===== src/rtl/pll_seq_pkg.sv =====
package pll_seq_pkg;

   typedef enum logic [3:0] {
      ST_IDLE,
      ST_UP_PWR,
      ST_UP_ISO,
      ST_UP_DIV,
      ST_UP_TUNE,
      ST_UP_SETTLE,
      ST_DN_TUNE,
      ST_DN_DIV,
      ST_DN_PLL,
      ST_DN_ISO,
      ST_DN_PWR,
      ST_RT_LOAD,
      ST_RT_STROBE,
      ST_RT_TUNE,
      ST_RT_SETTLE
   } seq_st_t;

   typedef enum logic [1:0] {
      WT_NONE,
      WT_SHORT,
      WT_LONG
   } wait_t;

   localparam int unsigned DIV_CODE_W = 3;

endpackage


===== src/rtl/pll_seq_timer.sv =====
module pll_seq_timer
   import pll_seq_pkg::*;
#(
   parameter int unsigned SHORT_US = 1,
   parameter int unsigned LONG_US  = 20,
   localparam int unsigned CNT_W   = $clog2(LONG_US + 1)
) (
   input  logic  clk,
   input  logic  rst_n,
   input  logic  us_tick,
   input  wait_t wait_sel,
   output logic  done
);

   logic [CNT_W-1:0] cnt_q;
   logic [CNT_W-1:0] lim;

   always_comb begin
      case (wait_sel)
         WT_SHORT: lim = CNT_W'(SHORT_US);
         WT_LONG:  lim = CNT_W'(LONG_US);
         default:  lim = '0;
      endcase
   end

   assign done = (wait_sel != WT_NONE) && us_tick && (cnt_q == lim - CNT_W'(1));

   always_ff @(posedge clk or negedge rst_n) begin
      if (!rst_n) begin
         cnt_q <= '0;
      end else if (wait_sel == WT_NONE || done) begin
         cnt_q <= '0;
      end else if (us_tick) begin
         cnt_q <= cnt_q + CNT_W'(1);
      end
   end

   AST_TICK_COUNT_BOUND: assert property (@(posedge clk) disable iff (!rst_n)
      (wait_sel != WT_NONE) |-> (cnt_q < lim));

endmodule


===== src/rtl/pll_seq_ratereg.sv =====
module pll_seq_ratereg
   import pll_seq_pkg::*;
#(
   parameter int unsigned CW_W    = 22,
   parameter int unsigned RATIO_W = 8
) (
   input  logic                  clk,
   input  logic                  rst_n,
   input  logic                  load_direct,
   input  logic                  load_pending,
   input  logic                  commit,
   input  logic [CW_W-1:0]       new_word,
   input  logic [RATIO_W-1:0]    new_ratio,
   output logic [CW_W-1:0]       ctrl_word,
   output logic [DIV_CODE_W-1:0] div_code
);

   logic [CW_W-1:0]       pend_word_q;
   logic [DIV_CODE_W-1:0] pend_code_q;
   logic [DIV_CODE_W-1:0] enc_code;

   // Exponent of the lowest set bit; zero when no bit is set.
   function automatic logic [DIV_CODE_W-1:0] lowest_set(input logic [RATIO_W-1:0] r);
      logic [DIV_CODE_W-1:0] p;
      p = '0;
      for (int i = RATIO_W - 1; i >= 0; i--) begin
         if (r[i]) p = DIV_CODE_W'(i);
      end
      return p;
   endfunction

   assign enc_code = lowest_set(new_ratio);

   always_ff @(posedge clk or negedge rst_n) begin
      if (!rst_n) begin
         pend_word_q <= '0;
         pend_code_q <= '0;
      end else if (load_pending) begin
         pend_word_q <= new_word;
         pend_code_q <= enc_code;
      end
   end

   always_ff @(posedge clk or negedge rst_n) begin
      if (!rst_n) begin
         ctrl_word <= '0;
         div_code  <= '0;
      end else if (load_direct) begin
         ctrl_word <= new_word;
         div_code  <= enc_code;
      end else if (commit) begin
         ctrl_word <= pend_word_q;
         div_code  <= pend_code_q;
      end
   end

   AST_SINGLE_LOAD_SOURCE: assert property (@(posedge clk) disable iff (!rst_n)
      !(load_direct && (commit || load_pending)));

   AST_WORD_HELD: assert property (@(posedge clk) disable iff (!rst_n)
      (!load_direct && !commit) |=> $stable(ctrl_word));

endmodule


===== src/rtl/pll_seq_fsm.sv =====
module pll_seq_fsm
   import pll_seq_pkg::*;
#(
   parameter int unsigned DIV_EN_W    = 2,
   parameter bit          HAS_RST_REL = 1'b1
) (
   input  logic                clk,
   input  logic                rst_n,
   input  logic                req_up,
   input  logic                req_down,
   input  logic                req_retune,
   input  logic                tmr_done,
   output wait_t               wait_sel,
   output logic                load_direct,
   output logic                load_pending,
   output logic                commit,
   output logic                supply_en,
   output logic                iso_on,
   output logic                loop_en,
   output logic [DIV_EN_W-1:0] div_out_en,
   output logic                tuner_en,
   output logic                rst_release,
   output logic                word_chg,
   output logic                busy
);

   seq_st_t st_q;
   logic    rst_set, rst_clr;
   logic    idle;

   assign idle         = (st_q == ST_IDLE);
   assign busy         = !idle;
   assign load_direct  = idle && !loop_en && !req_up && req_retune;
   assign load_pending = idle && loop_en && !req_down && req_retune;
   assign commit       = (st_q == ST_RT_LOAD);
   assign rst_set      = (st_q == ST_UP_SETTLE) && tmr_done;
   assign rst_clr      = idle && loop_en && req_down;

   always_comb begin
      case (st_q)
         ST_UP_PWR, ST_UP_ISO:        wait_sel = WT_SHORT;
         ST_UP_SETTLE, ST_RT_SETTLE:  wait_sel = WT_LONG;
         default:                     wait_sel = WT_NONE;
      endcase
   end

   always_ff @(posedge clk or negedge rst_n) begin
      if (!rst_n) begin
         st_q       <= ST_IDLE;
         supply_en  <= 1'b0;
         iso_on     <= 1'b1;
         loop_en    <= 1'b0;
         div_out_en <= '0;
         tuner_en   <= 1'b0;
         word_chg   <= 1'b0;
      end else begin
         word_chg <= 1'b0;
         case (st_q)
            ST_IDLE: begin
               if (!loop_en) begin
                  if (req_up) begin
                     supply_en <= 1'b1;
                     st_q      <= ST_UP_PWR;
                  end
               end else if (req_down) begin
                  st_q <= ST_DN_TUNE;
               end else if (req_retune) begin
                  tuner_en <= 1'b0;
                  st_q     <= ST_RT_LOAD;
               end
            end
            ST_UP_PWR: if (tmr_done) begin
               iso_on <= 1'b0;
               st_q   <= ST_UP_ISO;
            end
            ST_UP_ISO: if (tmr_done) begin
               loop_en <= 1'b1;
               st_q    <= ST_UP_DIV;
            end
            ST_UP_DIV: begin
               div_out_en <= '1;
               st_q       <= ST_UP_TUNE;
            end
            ST_UP_TUNE: begin
               tuner_en <= 1'b1;
               st_q     <= ST_UP_SETTLE;
            end
            ST_UP_SETTLE: if (tmr_done) st_q <= ST_IDLE;
            ST_DN_TUNE: begin
               tuner_en <= 1'b0;
               st_q     <= ST_DN_DIV;
            end
            ST_DN_DIV: begin
               div_out_en <= '0;
               st_q       <= ST_DN_PLL;
            end
            ST_DN_PLL: begin
               loop_en <= 1'b0;
               st_q    <= ST_DN_ISO;
            end
            ST_DN_ISO: begin
               iso_on <= 1'b1;
               st_q   <= ST_DN_PWR;
            end
            ST_DN_PWR: begin
               supply_en <= 1'b0;
               st_q      <= ST_IDLE;
            end
            ST_RT_LOAD:   st_q <= ST_RT_STROBE;
            ST_RT_STROBE: begin
               word_chg <= 1'b1;
               st_q     <= ST_RT_TUNE;
            end
            ST_RT_TUNE: begin
               tuner_en <= 1'b1;
               st_q     <= ST_RT_SETTLE;
            end
            ST_RT_SETTLE: if (tmr_done) st_q <= ST_IDLE;
            default: st_q <= ST_IDLE;
         endcase
      end
   end

   generate
      if (HAS_RST_REL) begin : g_rst_rel
         logic rel_q;
         always_ff @(posedge clk or negedge rst_n) begin
            if (!rst_n)       rel_q <= 1'b0;
            else if (rst_clr) rel_q <= 1'b0;
            else if (rst_set) rel_q <= 1'b1;
         end
         assign rst_release = rel_q;
      end else begin : g_no_rst_rel
         assign rst_release = 1'b0;
      end
   endgenerate

   AST_ISO_WHEN_UNPOWERED: assert property (@(posedge clk) disable iff (!rst_n)
      !supply_en |-> iso_on);

   AST_LOOP_NEEDS_SUPPLY: assert property (@(posedge clk) disable iff (!rst_n)
      loop_en |-> (supply_en && !iso_on));

   AST_TUNER_NEEDS_DIVIDERS: assert property (@(posedge clk) disable iff (!rst_n)
      tuner_en |-> (loop_en && (&div_out_en)));

   AST_RELEASE_NEEDS_LOOP: assert property (@(posedge clk) disable iff (!rst_n)
      rst_release |-> loop_en);

   AST_STROBE_ONE_CYCLE: assert property (@(posedge clk) disable iff (!rst_n)
      word_chg |=> !word_chg);

   AST_STROBE_TUNER_OFF: assert property (@(posedge clk) disable iff (!rst_n)
      word_chg |-> !tuner_en);

   AST_BUSY_BLOCKS_REQ: assert property (@(posedge clk) disable iff (!rst_n)
      (busy && req_up && !loop_en && $past(loop_en)) |=> !supply_en || busy);

endmodule


===== src/rtl/pll_seq.sv =====
module pll_seq
   import pll_seq_pkg::*;
#(
   parameter int unsigned CW_W        = 22,
   parameter int unsigned RATIO_W     = 8,
   parameter int unsigned DIV_EN_W    = 2,
   parameter bit          HAS_RST_REL = 1'b1,
   parameter int unsigned SHORT_US    = 1,
   parameter int unsigned LONG_US     = 20
) (
   input  logic                  clk,
   input  logic                  rst_n,
   input  logic                  us_tick,
   input  logic                  req_up,
   input  logic                  req_down,
   input  logic                  req_retune,
   input  logic [CW_W-1:0]       new_word,
   input  logic [RATIO_W-1:0]    new_ratio,
   output logic                  supply_en,
   output logic                  iso_on,
   output logic                  loop_en,
   output logic [DIV_EN_W-1:0]   div_out_en,
   output logic                  tuner_en,
   output logic                  rst_release,
   output logic [CW_W-1:0]       ctrl_word,
   output logic [DIV_CODE_W-1:0] div_code,
   output logic                  word_chg,
   output logic                  busy,
   output logic                  prepared
);

   generate
      if (CW_W < 1 || CW_W > 32) begin : g_bad_cw
         $error("CW_W must lie in 1..32");
      end
      if (RATIO_W < 2 || RATIO_W > 8) begin : g_bad_ratio
         $error("RATIO_W must lie in 2..8 for a 3-bit exponent");
      end
      if (DIV_EN_W < 1) begin : g_bad_div
         $error("DIV_EN_W must be at least 1");
      end
      if (SHORT_US < 1 || LONG_US < SHORT_US) begin : g_bad_wait
         $error("waits need 1 <= SHORT_US <= LONG_US");
      end
   endgenerate

   wait_t wait_sel;
   logic  tmr_done;
   logic  load_direct, load_pending, commit;

   pll_seq_timer #(
      .SHORT_US (SHORT_US),
      .LONG_US  (LONG_US)
   ) u_timer (
      .clk      (clk),
      .rst_n    (rst_n),
      .us_tick  (us_tick),
      .wait_sel (wait_sel),
      .done     (tmr_done)
   );

   pll_seq_fsm #(
      .DIV_EN_W    (DIV_EN_W),
      .HAS_RST_REL (HAS_RST_REL)
   ) u_fsm (
      .clk          (clk),
      .rst_n        (rst_n),
      .req_up       (req_up),
      .req_down     (req_down),
      .req_retune   (req_retune),
      .tmr_done     (tmr_done),
      .wait_sel     (wait_sel),
      .load_direct  (load_direct),
      .load_pending (load_pending),
      .commit       (commit),
      .supply_en    (supply_en),
      .iso_on       (iso_on),
      .loop_en      (loop_en),
      .div_out_en   (div_out_en),
      .tuner_en     (tuner_en),
      .rst_release  (rst_release),
      .word_chg     (word_chg),
      .busy         (busy)
   );

   pll_seq_ratereg #(
      .CW_W    (CW_W),
      .RATIO_W (RATIO_W)
   ) u_ratereg (
      .clk          (clk),
      .rst_n        (rst_n),
      .load_direct  (load_direct),
      .load_pending (load_pending),
      .commit       (commit),
      .new_word     (new_word),
      .new_ratio    (new_ratio),
      .ctrl_word    (ctrl_word),
      .div_code     (div_code)
   );

   assign prepared = loop_en;

   AST_PREPARED_TRACKS_LOOP: assert property (@(posedge clk) disable iff (!rst_n)
      $rose(prepared) |-> busy);

endmodule


===== config.mk =====
export PLATFORM = sky130hd
export DESIGN_NAME = pll_seq
export DESIGN_NICKNAME = d
export VERILOG_FILES = /design/src/rtl/pll_seq_pkg.sv /design/src/rtl/pll_seq_timer.sv /design/src/rtl/pll_seq_ratereg.sv /design/src/rtl/pll_seq_fsm.sv /design/src/rtl/pll_seq.sv
export SDC_FILE = /design/constraint.sdc
export NUM_CORES = 1
export LEC_CHECK = 0
export BUFFER_PORTS_ARGS = -buffer_cell sky130_fd_sc_hd__buf_4
export CAP_MARGIN = 0
export CORE_MARGIN = 10
export CORE_UTILIZATION = 40
export CTS_BUF_LIST = sky130_fd_sc_hd__clkbuf_4
export CTS_CLUSTER_DIAMETER = 60
export DETAILED_ROUTE_END_ITERATION = 16
export GPL_ROUTABILITY_DRIVEN = 1
export GPL_TIMING_DRIVEN = 0
export HOLD_SLACK_MARGIN = 0.08
export SYNTH_ARGS = -nofsm -noshare
export SYNTH_HDL_FRONTEND = slang
export SYNTH_HIERARCHICAL = 1
export SYNTH_SLANG_ARGS = --single-unit

===== constraint.sdc =====
create_clock -name clk -period 6.1 [get_ports clk]
set_clock_uncertainty 0.2 [all_clocks]
set_input_delay 0.915 -clock clk [delete_from_list [all_inputs] [get_ports clk]]
set_output_delay 0.915 -clock clk [all_outputs]
set_load 0.005 [all_outputs]

==> results.yml <==
worst_setup_path:
  arrival_ns: 3.55
  critPathBufInv: 4
  worstSetupEndpointType: "flop"
  crit_family: "compound AO/OA/AOI/OAI gates"
  crit_type: "flop to flop"
  crit_fanout: 11
  critPathRequiredTime_ns: 6.18
  crit_chain: "buf_2 > inv_1 > nor2_1 > nand2_1 > a21oi_1 > inv_1 > ha_1 > or3b_2 > a221oi_4 > inv_1 > o21ai_0 > o22a_1 > o21ai_0"
  crit_top_cell: "inv_1"
  cpPeakStageDelay_ns: 0.54
  crit_slowest_cell: "a221oi_4"
  start_kind: "flop"
cts:
  post_cts_resized: 0
  cts-buffers-inserted: 9
  postCtsHoldBufs: 0
  root_buffer: "clkbuf_4"
  cts.sinks: 66
  insertion_delay_ns: 0.40
  cts.path.max_buffers: 2
  cts_max_level: 3
  path_clk_slew_ns: 0.11
  cts_setup_buffers: 0
  tritoncts: "built"
grt:
  grtUsageTotal_pct: 13.3
  grt.overflow.total: 0
  grt_max_degree: 67
  grt_pass1_wl_um: 12700
  grt_pass1_vias: 2625
  grt_util_met1_pct: 16.8
  antenna_found_initial: 1
  grt.met2_usage_pct: 21.0
  busiest_layer: "met2"
  use_met3_pct: 3.69
synth:
  avgSynthCellArea_um2: 11.0
  syn_inst: 292
  synth_async_sr_flop_share_pct: 100
  syn_nets: 331
  ys_warn_count: 6
  synthFlopType: "dfrtp_1"
  ys_seq_area_share_pct: 51.5
  syn_area_mm2: 0.00321
  synth_edf_count: 0
  yosysUniqueCellTypes: 47
  ys_ff_latch: 66
timing:
  rsz0062_at_grt: "false"
  worst_slack_ns: 2.64
  fin_setup_tns_ns: 0
  fin_crit_ns: 3.46
  maxSlewViolCount: 0
  slew_headroom_pct: 44.2
  fin_crit_sh_pct: 56.8
  final-setup-viol-count: 0
  tightest_slew_ns: 0.837
  finalHoldViolations: 0
  fmax_mhz: 289
placed_design:
  hpwl_um: 5710
  gp_congestion: 0.803
  io_buffers: 70
  dp_worst_setup_slack_ns: 2.70
die:
  io_pins: 71
  fp.dieW_um: 110
  rows: 32
  core-area_mm2: 0.00777
  chipHeight_um: 110
  die_area_mm2: 0.0120
  initial_core_util_pct: 41.3
cells_and_area:
  drive_gt1_share_pct: 34.7
  syn2layout_area_growth_pct: 24.9
  layout_commonest_cell: "buf_4"
  layout.nets: 412
  final_cell_mix: "buf_4, dfrtp_1, nand2_1, o21ai_0, mux2i_1"
drt:
  ant_nets: 0
  drc: 0
  num_vias: 2499
  drt-initial-drc-count: 123
  vias_per_cell: 5.20
  wl_um: 7760
  detail_route.wl_per_cell_um: 16.1
  first_pass_iters: 7
pwr:
  powerDensity_mw_per_mm2: 441
  power.total_mw: 1.77
  p_leak_nw: 1.74
  ir_drop_v: 0.000168
min_path:
  hp-class: "flop to flop"
status:
  run_status: "complete, no violations"
run:
  maxCapViolations: 0
==> worst paths after layout <==
path | cells past startpoint | to | slack, ns | from
worst max-delay path | 13 | u_fsm/st_q[2]$_DFFE_PN0P_ | 2.64 | u_fsm/st_q[0]$_DFFE_PN0P_
worst min-delay path | 2 | u_fsm/iso_on$_DFFE_PN1P_ | 0.31 | u_fsm/iso_on$_DFFE_PN1P_
max in group asynchronous | 1 | u_ratereg/ctrl_word[11]$_DFFE_PN0P_ | 4.75 | rst_n
worst min register to register | 2 | u_fsm/iso_on$_DFFE_PN1P_ | 0.31 | u_fsm/iso_on$_DFFE_PN1P_
worst max register to register | 13 | u_fsm/st_q[2]$_DFFE_PN0P_ | 2.64 | u_fsm/st_q[0]$_DFFE_PN0P_
min in group asynchronous | 1 | u_fsm/rst_release$_DFFE_PN0P_ | 0.39 | rst_n
==> flip-flops by register name (all words and copies together) (netlist names), 3 cells and up <==
name	cells
u_ratereg/ctrl_word	22
u_ratereg/pend_code_q	3
u_ratereg/div_code	3
u_fsm/st_q	4
u_ratereg/pend_word_q	22
u_timer/cnt_q	5
==> report_power, final <==
group | leakage (nW) | internal [mW] | switching [mW]
registers | 0.814 | 0.634 | 0.124
clock network | 0.0729 | 0.128 | 0.173
logic | 0.857 | 0.383 | 0.325
==> cell usage after synthesis, types with 2 or more instances <==
cell type  number  area, µm²
a211oi_1        2       15.0
nand3_1         3       15.0
o21ai_0        34        170
nand2_1        35        131
buf_4           5       37.5
mux2i_1        26        260
inv_1          12       45.0
o31ai_1         3       22.5
buf_6           3       33.8
nand2b_1        4       25.0
a21oi_1         5       25.0
o22ai_1         3       18.8
dfrtp_1        65       1630
xor2_1          4       35.0
mux2_2         23        259
ha_1            3       37.5
clkbuf_1        8       30.0
nor4_1          2       12.5
buf_2           4       20.0
nand4_1         2       12.5
nor3_1          6       30.0
nor2b_1         3       18.8
a31oi_1         6       37.5
nor2_1          8       30.0
==> worst min-delay path, delay by kind of cell (launching register included) <==
family,cells,cell delay [ns]
DFF,1,0.39
AOI/OAI and AO/OA,2,0.12
==> cell type report <==
| cell class | instances | area [µm²] |
|---|---|---|
| fill | 751 | 3760 |
| sequential | 66 | 1650 |
| multi-input combinational | 193 | 1390 |
| timing repair buffer | 70 | 526 |
| tap | 102 | 128 |
| buffer | 20 | 121 |
| clock inverter | 7 | 76.3 |
| clock buffer | 9 | 67.6 |
| inverter | 13 | 48.8 |
| antenna | 1 | 2.50 |
==> per-stage QoR <==
stage,std cells,hold WS [ns],instance area [µm²],util [%]
2_1_floorplan,292,0.279,3210,-
3_3_place_gp,464,0.290,3860,49.7
3_5_place_dp,464,0.297,3860,49.7
4_1_cts,480,0.323,4010,51.6
5_1_grt,481,0.329,4010,51.6
6_report,481,0.315,4010,51.6
==> logic make-up after synthesis <==
logic type	after synthesis	synth area share, %
flops	66	51.5
buf+inv	33	5.30
xor+xnor	5	1.36
mux	49	16.2
fa+ha+maj	3	1.17
simple gates	73	12.1
compound gates	63	12.3
==> layer usage <==
metal,vias to the layer above,part of all wire [%],wire [µm]
met5,-,0,0
met4,0,1.2,97
met3,8,6.1,473
met2,73,47,3670
met1,1217,45,3520
li1,1201,-,-
No activity file was read; power rests on OpenSTA's default activity.
